File: config.mk
export PLATFORM = sky130hd
export DESIGN_NAME = sar_conv_seq
export DESIGN_NICKNAME = d
export VERILOG_FILES = /design/src/rtl/sar_conv_pkg.sv /design/src/rtl/sar_start_merge.sv /design/src/rtl/sar_seq_engine.sv /design/src/rtl/sar_conv_seq.sv
export SDC_FILE = /design/constraint.sdc
export NUM_CORES = 1
export LEC_CHECK = 0
export ABC_AREA = 1
export BUFFER_PORTS_ARGS = -buffer_cell sky130_fd_sc_hd__buf_2
export CAP_MARGIN = 25
export CORE_AREA = 2 2 71 73
export DETAILED_ROUTE_END_ITERATION = 8
export DIE_AREA = 0 0 73 75
export GPL_TIMING_DRIVEN = 0
export PLACE_DENSITY = 0.72
export SETUP_SLACK_MARGIN = 0.02
export SYNTH_ARGS = -nofsm -noshare
export SYNTH_HDL_FRONTEND = slang
export SYNTH_SLANG_ARGS = --single-unit
File: constraint.sdc
create_clock -name clk -period 3.9 [get_ports clk]
set_clock_uncertainty 0.2 [all_clocks]
set_input_delay 0.39 -clock clk [delete_from_list [all_inputs] [get_ports clk]]
set_output_delay 0.39 -clock clk [all_outputs]
set_load 0.1 [all_outputs]
File: src/rtl/sar_conv_pkg.sv
package sar_conv_pkg;

  typedef enum logic [1:0] {
    ST_IDLE   = 2'd0,
    ST_SETTLE = 2'd1,
    ST_CONV   = 2'd2
  } seq_state_t;

  // Converts a duration in ns to whole clock cycles, never below one cycle.
  function automatic int unsigned ns_to_cyc(input longint unsigned hz,
                                            input longint unsigned ns);
    longint unsigned c;
    c = (hz * ns) / 64'd1_000_000_000;
    if (c == 0) c = 1;
    return c[31:0];
  endfunction

endpackage

File: src/rtl/sar_start_merge.sv
module sar_start_merge #(
  parameter int unsigned SYNC_STAGES = 2
) (
  input  logic clk,
  input  logic rst,
  input  logic sw_start,
  input  logic tmr_ovf,
  input  logic tmr_en,
  input  logic ext_trig_n,
  input  logic ext_en,
  output logic start_req
);

  // chain[0..SYNC_STAGES-1] synchronize, chain[SYNC_STAGES] is the delayed copy
  logic [SYNC_STAGES:0] chain;
  logic                 ext_fall;

  always_ff @(posedge clk) begin
    if (rst) chain <= '1;
    else     chain <= {chain[SYNC_STAGES-1:0], ext_trig_n};
  end

  assign ext_fall  = chain[SYNC_STAGES] & ~chain[SYNC_STAGES-1];
  assign start_req = sw_start | (tmr_ovf & tmr_en) | (ext_fall & ext_en);

  // an external edge with its enable low never produces a start
  p_ext_gated_r3: assert property (@(posedge clk) disable iff (rst)
    (!ext_en && !sw_start && !(tmr_ovf && tmr_en)) |-> !start_req);

  // timer pulse alone with its enable low never produces a start
  p_tmr_gated_r2: assert property (@(posedge clk) disable iff (rst)
    (!tmr_en && !sw_start && !ext_en) |-> !start_req);

endmodule

File: src/rtl/sar_seq_engine.sv
module sar_seq_engine
  import sar_conv_pkg::*;
#(
  parameter int unsigned NBITS      = 12,
  parameter int unsigned SETTLE_CYC = 2000,
  parameter int unsigned STEP_CYC   = 200
) (
  input  logic             clk,
  input  logic             rst,
  input  logic             start_req,
  input  logic             cmp_ge,
  output logic [NBITS-1:0] trial_code,
  output logic             hold,
  output logic             busy,
  output logic [NBITS-1:0] result,
  output logic             eoc,
  output logic             start_err
);

  localparam int unsigned MAXC = (SETTLE_CYC > STEP_CYC) ? SETTLE_CYC : STEP_CYC;
  localparam int unsigned CW   = $clog2(MAXC + 1);
  localparam int unsigned IW   = $clog2(NBITS);
  localparam logic [NBITS-1:0] MSB_ONE = {1'b1, {(NBITS-1){1'b0}}};
  localparam logic [CW-1:0]    SETTLE_LD = CW'(SETTLE_CYC - 1);
  localparam logic [CW-1:0]    STEP_LD   = CW'(STEP_CYC - 1);
  localparam logic [IW-1:0]    TOP_IDX   = IW'(NBITS - 1);

  seq_state_t       state;
  logic [CW-1:0]    cnt;
  logic [IW-1:0]    bidx;
  logic [NBITS-1:0] sar;
  logic [NBITS-1:0] decided;
  logic [NBITS-1:0] advanced;

  // Decide the current bit, then arm the next lower one
  always_comb begin
    decided       = sar;
    decided[bidx] = cmp_ge;
    advanced      = decided;
    if (bidx != '0) advanced[bidx - 1'b1] = 1'b1;
  end

  always_ff @(posedge clk) begin
    if (rst) begin
      state     <= ST_IDLE;
      cnt       <= '0;
      bidx      <= '0;
      sar       <= '0;
      result    <= '0;
      eoc       <= 1'b0;
      start_err <= 1'b0;
    end else begin
      eoc       <= 1'b0;
      start_err <= start_req && (state != ST_IDLE);
      case (state)
        ST_IDLE: begin
          if (start_req) begin
            state <= ST_SETTLE;
            cnt   <= SETTLE_LD;
          end
        end
        ST_SETTLE: begin
          if (cnt == '0) begin
            state <= ST_CONV;
            cnt   <= STEP_LD;
            bidx  <= TOP_IDX;
            sar   <= MSB_ONE;
          end else begin
            cnt <= cnt - 1'b1;
          end
        end
        ST_CONV: begin
          if (cnt == '0) begin
            if (bidx == '0) begin
              result <= decided;
              eoc    <= 1'b1;
              sar    <= '0;
              state  <= ST_IDLE;
            end else begin
              sar  <= advanced;
              bidx <= bidx - 1'b1;
              cnt  <= STEP_LD;
            end
          end else begin
            cnt <= cnt - 1'b1;
          end
        end
        default: state <= ST_IDLE;
      endcase
    end
  end

  assign trial_code = sar;
  assign hold       = (state == ST_CONV);
  assign busy       = (state != ST_IDLE);

  // an accepted start makes the block busy on the next cycle
  p_start_busy_r1: assert property (@(posedge clk) disable iff (rst)
    (!busy && start_req) |=> busy);

  // the search opens with only the MSB set
  p_first_trial_r4: assert property (@(posedge clk) disable iff (rst)
    $rose(hold) |-> (trial_code == MSB_ONE));

  // hold only during a conversion
  p_hold_busy_r4: assert property (@(posedge clk) disable iff (rst)
    hold |-> busy);

  // single-cycle strobe, delivered while idle
  p_eoc_pulse_r6: assert property (@(posedge clk) disable iff (rst)
    eoc |=> !eoc);
  p_eoc_idle_r6: assert property (@(posedge clk) disable iff (rst)
    eoc |-> (!busy && !hold));

  // an error pulse follows a cycle spent busy
  p_err_busy_r7: assert property (@(posedge clk) disable iff (rst)
    start_err |-> $past(busy));

  // result moves only together with the strobe
  p_result_stable_r8: assert property (@(posedge clk) disable iff (rst)
    !eoc |-> $stable(result));

endmodule

File: src/rtl/sar_conv_seq.sv
module sar_conv_seq
  import sar_conv_pkg::*;
#(
  parameter int unsigned CLK_HZ    = 200_000_000,
  parameter int unsigned SETTLE_NS = 10_000,
  parameter int unsigned STEP_NS   = 1_000,
  parameter int unsigned NBITS     = 12
) (
  input  logic             clk,
  input  logic             rst,
  input  logic             sw_start,
  input  logic             tmr_ovf,
  input  logic             tmr_en,
  input  logic             ext_trig_n,
  input  logic             ext_en,
  input  logic             cmp_ge,
  output logic [NBITS-1:0] trial_code,
  output logic             hold,
  output logic             busy,
  output logic [NBITS-1:0] result,
  output logic             eoc,
  output logic             start_err
);

  localparam int unsigned SETTLE_CYC = ns_to_cyc(64'(CLK_HZ), 64'(SETTLE_NS));
  localparam int unsigned STEP_CYC   = ns_to_cyc(64'(CLK_HZ), 64'(STEP_NS));

  logic start_req;

  sar_start_merge #(.SYNC_STAGES(2)) u_merge (
    .clk        (clk),
    .rst        (rst),
    .sw_start   (sw_start),
    .tmr_ovf    (tmr_ovf),
    .tmr_en     (tmr_en),
    .ext_trig_n (ext_trig_n),
    .ext_en     (ext_en),
    .start_req  (start_req)
  );

  sar_seq_engine #(
    .NBITS      (NBITS),
    .SETTLE_CYC (SETTLE_CYC),
    .STEP_CYC   (STEP_CYC)
  ) u_engine (
    .clk        (clk),
    .rst        (rst),
    .start_req  (start_req),
    .cmp_ge     (cmp_ge),
    .trial_code (trial_code),
    .hold       (hold),
    .busy       (busy),
    .result     (result),
    .eoc        (eoc),
    .start_err  (start_err)
  );

endmodule

# Word-level counts from Yosys, hierarchy flattened

Cells that the tools add are included.

Output and inout port bits: 28
Input port bits: 8
Word-level logic and storage cells: 72
Register bits: 46

Add/subtract/negate cells: 2
Muxes and demuxes: 25
Magnitude comparators: 4
Equality and inequality tests: 8
Bitwise gates (word level): 9
Reduce and logical (&&, ||, !) cells: 16

Operators with widths:

| cell                                                 | count |
|---|---|
| 2-to-1 mux 12 bit                                    | 4 |
| 2-to-1 mux 11 bit                                    | 4 |
| case mux 11 bit (3 select lines)                     | 1 |
| case mux 12 bit (2 select lines)                     | 1 |
| bitwise mux 12 bit                                   | 1 |
| 2-to-1 mux 4 bit                                     | 3 |
| bitwise OR 12 bit                                    | 1 |
| zero test 11 bit                                     | 1 |
| subtractor 11 x 1 -> 11 bit (second input constant)  | 1 |
| < comparator 4 x 5 -> 1 bit (second input constant)  | 2 |
| AND reduction 3 bit                                  | 3 |
| demux 1 bit (select 4 bit)                           | 2 |
| >= comparator 4 x 1 -> 1 bit (second input constant) | 2 |
| 2-to-1 mux 2 bit                                     | 4 |
| != test 2 x 1 -> 1 bit (second input constant)       | 4 |
| case mux 4 bit (2 select lines)                      | 1 |
| AND reduction 4 bit                                  | 2 |
| case mux 2 bit (3 select lines)                      | 1 |
| zero test 4 bit                                      | 1 |
| nonzero test 2 bit                                   | 2 |
| nonzero test 4 bit                                   | 1 |
| subtractor 4 x 1 -> 4 bit (second input constant)    | 1 |
| AND 1 bit                                            | 3 |
| logical AND 1 bit                                    | 3 |
| other kinds (10)                                     | 15 |

# Longest topological paths before layout

Gate-level depths: netlist of run 1.

Word-level depth: 10
Gate-level depth with buffers: 11
Mapped depth without buffers: 11

# Cells and area by module

Synthesis of run 1 repeated with hierarchy kept, for this count alone.

Cell total of the unflattened synthesis: 360
Area total of the unflattened synthesis: 2484.9 µm²

Modules (own cells, without submodules):

| module          | cells an instance | area each (µm²) | times used | seq. area each (µm²) |
|---|---|---|---|---|
| sar_seq_engine  | 350               | 2388.5          | 1          | 860.8 |
| sar_start_merge | 10                | 96.3            | 1          | 60.1 |

# Least setup slack after synthesis of run 1

No wires, ideal clock.

Kind: register to register
Start: reg u_engine.state[0]
End: reg u_engine.sar[0], in the netlist u_engine.trial_code[0]
Data required time: 3630 ps
Library setup time: 70 ps
Path buffers: 1
Cell stages (with the launch flop): 9
Slack: 1449 ps
Period minus slack after synthesis: 2451 ps
Data arrival time: 2180 ps
Cells stage by stage: dfxtp_1 -> inv_1 -> ha_1 -> or2_2 -> nand2_2 -> nand2_1 -> buf_4 -> nand2_1 -> a21oi_1

Longest elaborated chain between the ends: 3
Elaborated cells between the ends (all ways): 7
Those cells by class: 4 x eq/ne; 1 x mux; 2 x reduce/logical

RTL lines:

| item                                                                   | line                 | RTL |
|---|---|---|
| from (decl)                                                            | sar_seq_engine.sv:28 | `seq_state_t state;` |
| from (signal assigned)                                                 | sar_seq_engine.sv:45 | `state <= ST_IDLE;` |
| from (signal assigned)                                                 | sar_seq_engine.sv:58 | `state <= ST_SETTLE;` |
| from (signal assigned)                                                 | sar_seq_engine.sv:64 | `state <= ST_CONV;` |
| == test 2 bit *                                                        | n/a                  |  |
| net hold                                                               | sar_conv_seq.sv:18   | `output logic hold,` |
| != test 2 x 1 -> 1 bit (no line) or nonzero test 2 bit (tied branches) | n/a                  |  |
| AND reduction 3 bit (no line)                                          | n/a                  |  |
| to (signal assigned)                                                   | sar_seq_engine.sv:80 | `sar <= advanced;` |
| to (decl)                                                              | sar_seq_engine.sv:31 | `logic [NBITS-1:0] sar;` |

The timed path passes the listed nets; every way through them passes the cells marked *.
A chain may end at the register's enable or synchronous reset.

# Worst setup path in the final report of run 1

Start: reg u_engine.state[0]
End: out hold

Longest elaborated chain between the ends: 1

RTL lines:

| item          | line                 | RTL |
|---|---|---|
| == test 2 bit | sar_seq_engine.sv:94 | `assign hold = (state == ST_CONV);` |
| to (decl)     | sar_conv_seq.sv:18   |  |

No other way between the ends.

==> flow_summary.toml, run 1 <==
[min_path]
worst_hold_path_type = "primary input to flop"
min_to = "u_merge.chain[0]"
hp-start = "ext_trig_n"
hold_depth = 2

[timing]
finalSetupViolations = 0
rsz0062_at_grt = "false"
slew_violations = 0
period_share = 0.572
max_slew_margin = 0.641
timing.final.ws_setup_ps = 1670
tightest_slew_ps = 539
final.min_clock_period_ps = 2230
max_freq_ghz = 0.448
hold_violations = 0
totalNegativeSetupSlack_ps = 0

[critical_path]
r2r-end = "u_engine.trial_code[6]"
timing.rr.start = "u_engine.state[0]"
cp-start-kind = "flop"
slowest_delay_ps = 500
crit_fanout = 7
end_kind = "output port"
reg2regPathDepth = 8
path_buf_inv = 2
path_cells = "inv_1, ha_1, buf_2"
critPathArrivalTime_ps = 1640
critical_path_class = "flop to output port"
r2r_setup_slack_ps = 1790
cp.required_ps = 3310
path_delay_family = "buffers and inverters"
cp_slowest_cell = "buf_2"

[synthesis]
ys_seq_area_frac = 0.366
synthesis.instances = 364
netlist_top_cells_count = "nand2_1, dfxtp_1, nand3_1, nor2_1, a21oi_1"
synthArstFlopShare = 0
post-synth-top-count-cell = "nand2_1"
ys_ff_latch = 46
synth-edff-count = 0
synth-warning-count = 0
syn-cell-area_um2 = 2520
yosys.area.top_type_share = 0.366
synth_nets = 383
synth.avg_cell_area_um2 = 6.91
yosys.area.top_type = "dfxtp_1"
synth_cell_types = 30
synth_ff_type = "dfxtp_1"
synthTopCellsByArea = "dfxtp_1, nand2_1, nand3_1"

[clock_network]
post_cts_resized = 0
clock_sinks = 46
hold_buffers = 0
insertion_delay_ps = 290
cts_setup_buffers = 0
tritoncts = "done"
cts_buffers = 5
h-tree-depth = 2
max-clock-path-buffers = 2
clock-root-buffer = "clkbuf_8"
clk_pin_slew_ps = 90

[route]
dr.first_iter.drc_count = 174
vias_per_cell = 5.28
wl_per_cell_um = 13.2
final_antenna_net_count = 0
dr.pass1.iters = 4
drc = 0
totalWireLength_um = 6100
num_vias = 2436

[run_status]
status = "finished clean"

[flow_run]
cap_viol_max_count = 0

[place]
pre_cts_ws_ps = 1820
hpwl_um = 4600
io_buffers = 35
gp_congestion = 0.877

[global_route]
grt_pass1_vias = 2182
antenna_found_initial = 0
grt.total_usage = 0.236
grt_max_degree = 15
overflow = 0
grt_pass1_wl_um = 10100

[power]
ir_drop_uv = 287
p_per_area_nw_per_um2 = 675
cellLeakagePower_nw = 1.43

[floorplanning]
io-pin-count = 36
die-area_um2 = 5480
die_x_um = 73
die_y_um = 75
start_util = 0.540
core_um2 = 4660
rows = 25

[layout]
synthToLayoutAreaGrowth_pct = 13.4
layout-drive-gt1-share = 0.174
diodes = 0
num-fill-cells = 444
final_nets = 425
[logic make-up after synthesis]
kind of cell,synth area share
compound gates,0.136
buf+inv,0.0855
fa+ha+maj,0.0547
flops,0.366
simple gates,0.358
[how the worst max path moves through the flow]
stage / from / to / slack [ps] / depth (start not counted)
CTS: u_engine.state[0] / hold / 1660 / 3
floorplan: u_engine.state[0] / u_engine.trial_code[0] / 1450 / 8
detailed placement: u_engine.state[0] / u_engine.trial_code[3] / 1820 / 8
global route: u_engine.state[0] / hold / 1560 / 3
global placement: u_engine.state[0] / u_engine.trial_code[5] / 1830 / 8
finish: u_engine.state[0] / hold / 1670 / 3
[cell usage in the layout, fill, tap and decap left out, drive strengths merged]
cell / synthesis / routed
buf: 8 / 43
nor3: 3 / 3
clkinv: 1 / 2
inv: 35 / 35
a21oi: 34 / 34
nand3: 42 / 42
ha: 11 / 11
a211oi: 1 / 1
nand3b: 1 / 1
clkbuf: 4 / 10
dfxtp: 46 / 46
or2: 4 / 4
clkinvlp: 0 / 1
o21ai: 23 / 23
nand4: 10 / 10
o211ai: 1 / 1
o211a: 3 / 3
nand2: 97 / 97
nor2: 40 / 40
[layout make-up]
type                    instances  area (um2)  area share
clock buffers                   6        82.6      0.0289
plain buffers                  12        78.8      0.0276
repair buffers                 35         175      0.0614
well taps                      54        67.6      0.0237
multi-input cells             270        1380       0.484
flip-flops and latches         46         921       0.323
inverters                      36         136      0.0478
clock inverters                 2        12.5     0.00438
[per-layer routing]
| layer | wire, um | track usage | part of all wire |
|---|---|---|---|
| met1 | 2820 | 0.306 | 0.46 |
| met2 | 2940 | 0.399 | 0.48 |
| met3 | 271 | 0.0415 | 0.044 |
| met4 | 71 | 0.0741 | 0.012 |
| met5 | 0 | 0 | 0 |
[worst register-to-register path: stages, from the launching register on]
cell	delay (ps)
dfxtp_1	390
inv_1	90
ha_1	340
or2_2	370
nand2_2	140
nand2_1	110
buf_4	190
nand2_1	80
a21oi_1	60
[stage by stage]
stage / hold WS, ps / utilization / power [W] / std cells / cell area, um2
3_5_place_dp: 202 / 0.592 / 0.00163 / 453 / 2760
5_1_grt: 79.1 / 0.612 / 0.00208 / 461 / 2850
4_1_cts: 74.1 / 0.612 / 0.00194 / 461 / 2850
3_3_place_gp: 206 / 0.592 / 0.00161 / 453 / 2760
6_report: 79.0 / 0.612 / 0.00193 / 461 / 2850
2_1_floorplan: 189 / - / 0.00142 / 364 / 2520
[registers in the layout (all words and copies together) (netlist names)]
signal and count:
u_engine.state 2, u_engine.cnt 11, u_engine.eoc 1, u_engine.bidx 4, u_engine.result 12, u_engine.trial_code 12, u_engine.start_err 1, u_merge.chain 3
[report_power, final]
part	internal [W]	switching (W)
Combinational	0.000293	0.000714
Sequential	0.000542	0.0000714
Clock	0.000143	0.000163
Power figures use the tool's default switching activity.
==> run 2, diff against run 1 <==
Clock period 3.9 ns to 2.21 ns, I/O delays scaled along.
==> run 2 against run 1 <==
Net effect:
- final cell count increased by 0.43%
- clock-buffer cell count is the same
- setup slack worse by 1500 ps
- utilization increased by 1.2 points
- clock power grew 110%
- critical path depth is 3 higher
- global-route usage up 1.9 points
- sequential power is 78% higher
- sequential share of layout area decreased by 0.61 points
- worst hold slack lost 47 ps
- critical endpoint is now u_engine.cnt[7]
==> flow_summary.toml, run 2 (same netlist as run 1, synthesis figures left out) <==
[critical_path]
critical_path_class = "flop to flop"
r2r_setup_slack_ps = 150
critPathArrivalTime_ps = 2070
end_kind = "flop"
cp.required_ps = 2220
crit_fanout = 10
cp-start-kind = "flop"

[place]
place_area_um2 = 2760
gp_congestion = 0.913
io_buffers = 35
dp_cells = 453
pre_cts_ws_ps = 167
hpwl_um = 4670

[global_route]
grt_pass1_wl_um = 10800
antenna_found_initial = 0
grt_max_degree = 14
overflow = 0
grt.total_usage = 0.254
grt_pass1_vias = 2385

[layout]
synthToLayoutAreaGrowth_pct = 15.6
mostFrequentLayoutCells = "nand2_1, dfxtp_1, nand3_1"
num-fill-cells = 447
final_cell_area_um2 = 2910
diodes = 0
multi_input_area_um2 = 1390
stdcell_count = 463
layout-drive-gt1-share = 0.174
final_nets = 428
layout_commonest_cell = "nand2_1"
seq_area_um2 = 921

[clock_network]
h-tree-depth = 2
clk_pin_slew_ps = 90
insertion_delay_ps = 310
max-clock-path-buffers = 2
clock-root-buffer = "clkbuf_8"
cts_buffers = 5
cts_setup_buffers = 0
clock_sinks = 46
tritoncts = "done"

[flow_run]
cap_viol_max_count = 0

[floorplanning]
start_util = 0.540
die_x_um = 73
die_y_um = 75
die-area_um2 = 5480
io-pin-count = 36
rows = 25
core_um2 = 4660

[timing]
totalNegativeSetupSlack_ps = 0
final.min_clock_period_ps = 2060
tightest_slew_ps = 560
finalSetupViolations = 0
timing.final.ws_setup_ps = 151
max_slew_margin = 0.627
slew_violations = 0
period_share = 0.932
rsz0062_at_grt = "false"
whs_ps = 31.5
max_freq_ghz = 0.486
hold_violations = 0

[power]
cellLeakagePower_nw = 1.45
ir_drop_uv = 619
p_per_area_nw_per_um2 = 1210

[route]
wl_per_cell_um = 13.5
drc = 0
totalWireLength_um = 6240
num_vias = 2476
final_antenna_net_count = 0
dr.pass1.iters = 4
dr.first_iter.drc_count = 168
vias_per_cell = 5.35

[min_path]
worst_hold_path_type = "primary input to flop"

[run_status]
status = "finished clean"
## run 2: layout make-up
cell class | instances | area share
clock buffers | 6 | 0.0284
inverters | 36 | 0.0469
repair buffers | 38 | 0.0705
multi-input cells | 270 | 0.477
well taps | 54 | 0.0232
flip-flops and latches | 46 | 0.317
clock inverters | 1 | 0.0103
plain buffers | 12 | 0.0271
## run 2: timing repair
action,CTS,global route
hold buffers,3,0
endpoints found under the hold margin,3,0
gates resized for setup,0,1
setup endpoints to repair,0,2
## run 2: routing by layer
layer	share of wire	GRT usage	vias to the layer above
met5	0	0	-
met4	0.021	0.105	0
met3	0.046	0.0428	11
met2	0.47	0.442	61
met1	0.46	0.312	1116
li1	-	-	1288
## run 2: worst max-delay path, cell delays in order (launching register included)
cell and delay, ps:
dfxtp_1 410, inv_1 100, ha_1 360, clkbuf_1 410
nand3_1 250, a21oi_1 170, nor2_1 60
## run 2: power breakdown
part | switching, W | internal [W]
clock | 0.000280 | 0.000362
sequential | 0.000131 | 0.000956
combinational | 0.00127 | 0.000524
total | 0.00169 | 0.00184
## run 2: per-stage QoR
stage | power [W] | utilization
after floorplan | 0.00251 | -
after global placement | 0.00285 | 0.592
after detailed placement | 0.00288 | 0.592
after CTS | 0.00353 | 0.623
after global routing | 0.00381 | 0.624
final | 0.00353 | 0.624
## run 2: worst paths after layout
kind,startpoint,to,cells past startpoint
setup / recovery,u_engine.state[1],u_engine.cnt[7],6
hold / removal,ext_en,u_engine.start_err,3
setup reg to reg,u_engine.state[1],u_engine.cnt[7],6
hold reg to reg,u_merge.chain[0],u_merge.chain[1],1
==> run 3, diff against run 2 <==
Settings changed: GPL_TIMING_DRIVEN 0 to default.
Clock period 2.21 ns to 1.9 ns, I/O delays scaled along.
==> run 3 against run 2 <==
Net effect:
- global-route usage down 1.7 points
- die area unchanged
- worst hold slack better by 6.7 ps
- critical path type unchanged
- largest power group unchanged
==> flow_summary.toml, run 3 (same netlist as run 1, synthesis figures left out) <==
[clock_network]
cts_setup_buffers = 0
clock-root-buffer = "clkbuf_8"
insertion_delay_ps = 300
max-clock-path-buffers = 2
clk_pin_slew_ps = 90
cts_buffers = 5
h-tree-depth = 2
tritoncts = "done"
clock_sinks = 46

[critical_path]
path_cells = "inv_2, ha_4, nand2_2, nor2_4, nand3_4, nor2_8, buf_4, o21ai_0, a21oi_1"
cp-start-kind = "flop"
critical_path_class = "flop to flop"
slowest_delay_ps = 350
cp_slowest_cell = "dfxtp_2"
r2r_setup_slack_ps = 120
timing.rr.start = "u_engine.cnt[1]"
cp.required_ps = 1940
crit_fanout = 12
reg2regPathDepth = 9
end_kind = "flop"
r2r-end = "u_engine.result[2]"
critPathArrivalTime_ps = 1820

[route]
wl_met3_um = 243
vias_per_cell = 5.29
dr.pass1.iters = 7
wl_met1_um = 2780
dr.first_iter.drc_count = 118
totalWireLength_um = 6320
num_vias = 2523
routed.top_layer = "met4"
met2_length_um = 3200
wl_per_cell_um = 13.3
drc = 0
final_antenna_net_count = 0

[global_route]
overflow = 0
grt_max_degree = 24
grt_pass1_vias = 2288
antenna_found_initial = 0
grt_pass1_wl_um = 10100
grt.total_usage = 0.237

[run_status]
status = "finished clean"

[floorplanning]
die-area_um2 = 5480
start_util = 0.540
die_y_um = 75
core_um2 = 4660
rows = 25
die_x_um = 73
io-pin-count = 36

[layout]
synthToLayoutAreaGrowth_pct = 22.7
layout-drive-gt1-share = 0.243
final_nets = 441
diodes = 0
num-fill-cells = 411
layout_commonest_cell = "nand2_1"
mostFrequentLayoutCells = "nand2_1, dfxtp_1, nand3_1"

[place]
io_buffers = 35
hpwl_um = 4690
gp_congestion = 0.890

[min_path]
hp-start = "sw_start"
worst_hold_path_type = "primary input to flop"
min_to = "u_engine.start_err"
hold_depth = 3

[timing]
hold_violations = 0
period_share = 0.937
finalSetupViolations = 0
slew_violations = 0
tightest_slew_ps = 602
max_slew_margin = 0.598
whs_ps = 38.3
max_freq_ghz = 0.561
totalNegativeSetupSlack_ps = 0
rsz0062_at_grt = "false"
final.min_clock_period_ps = 1780

[flow_run]
cap_viol_max_count = 0

[power]
cellLeakagePower_nw = 1.52
ir_drop_uv = 619
p_per_area_nw_per_um2 = 1400
## run 3: layout make-up
cell class                 count  area [um2]  share of cell area
inverter                      36         138              0.0446
clock buffer                   6        82.6              0.0268
multi-input combinational    270        1440               0.468
tap                           54        67.6              0.0219
clock inverter                 2        12.5             0.00405
sequential                    46         922               0.299
timing repair buffer          63         420               0.136
## run 3: per-stage QoR
step                area (um2)   util  instances  total power, W  setup WS [ps]
CTS                       3040  0.651        477         0.00421           63.2
global route              3090  0.662        477         0.00464           12.0
finish                    3090  0.662        477         0.00432            119
detailed placement        2920  0.626        467         0.00357           75.7
floorplan                 2530      -        364         0.00294           58.5
global placement          2920  0.626        467         0.00353            124
## run 3: timing repair
action                                  in CTS  in global routing
resized for setup                            1                 18
pin swaps                                    0                  5
hold endpoints to repair                     2                  0
hold buffers                                 2                  0
endpoints found under the setup margin       1                 35
## run 3: worst max path at each step
stage | start | endpoint | slack, ps | cells after the start
after global routing | u_engine.cnt[1] | u_engine.cnt[4] | 10 | 12
after global placement | u_engine.state[0] | u_engine.cnt[7] | 120 | 6
after CTS | u_engine.cnt[0] | u_engine.trial_code[4] | 60 | 10
final | u_engine.cnt[1] | u_engine.result[2] | 120 | 9
after detailed placement | u_engine.cnt[0] | u_engine.trial_code[4] | 80 | 10
after floorplan | u_engine.state[0] | u_engine.trial_code[0] | 60 | 8
## run 3: critical path: cells and delay by family, from the launching register on
family / cells / cell delay (ps)
buffers and inverters: 2 / 260
DFF: 1 / 350
AOI/OAI and AO/OA: 2 / 230
and+or+nand+nor: 4 / 530
adders and majority gates: 1 / 140
## run 3: where the power goes
part           leakage (nW)  internal, W  switching [W]
Clock                0.0472     0.000293       0.000341
Sequential            0.376      0.00111       0.000145
Combinational          1.10     0.000853        0.00158
## run 3: routing by layer
layer	global-route usage	vias up
met3	0.0455	9
met2	0.423	65
met4	0.0844	0
li1	-	1306
met5	0	-
met1	0.284	1143
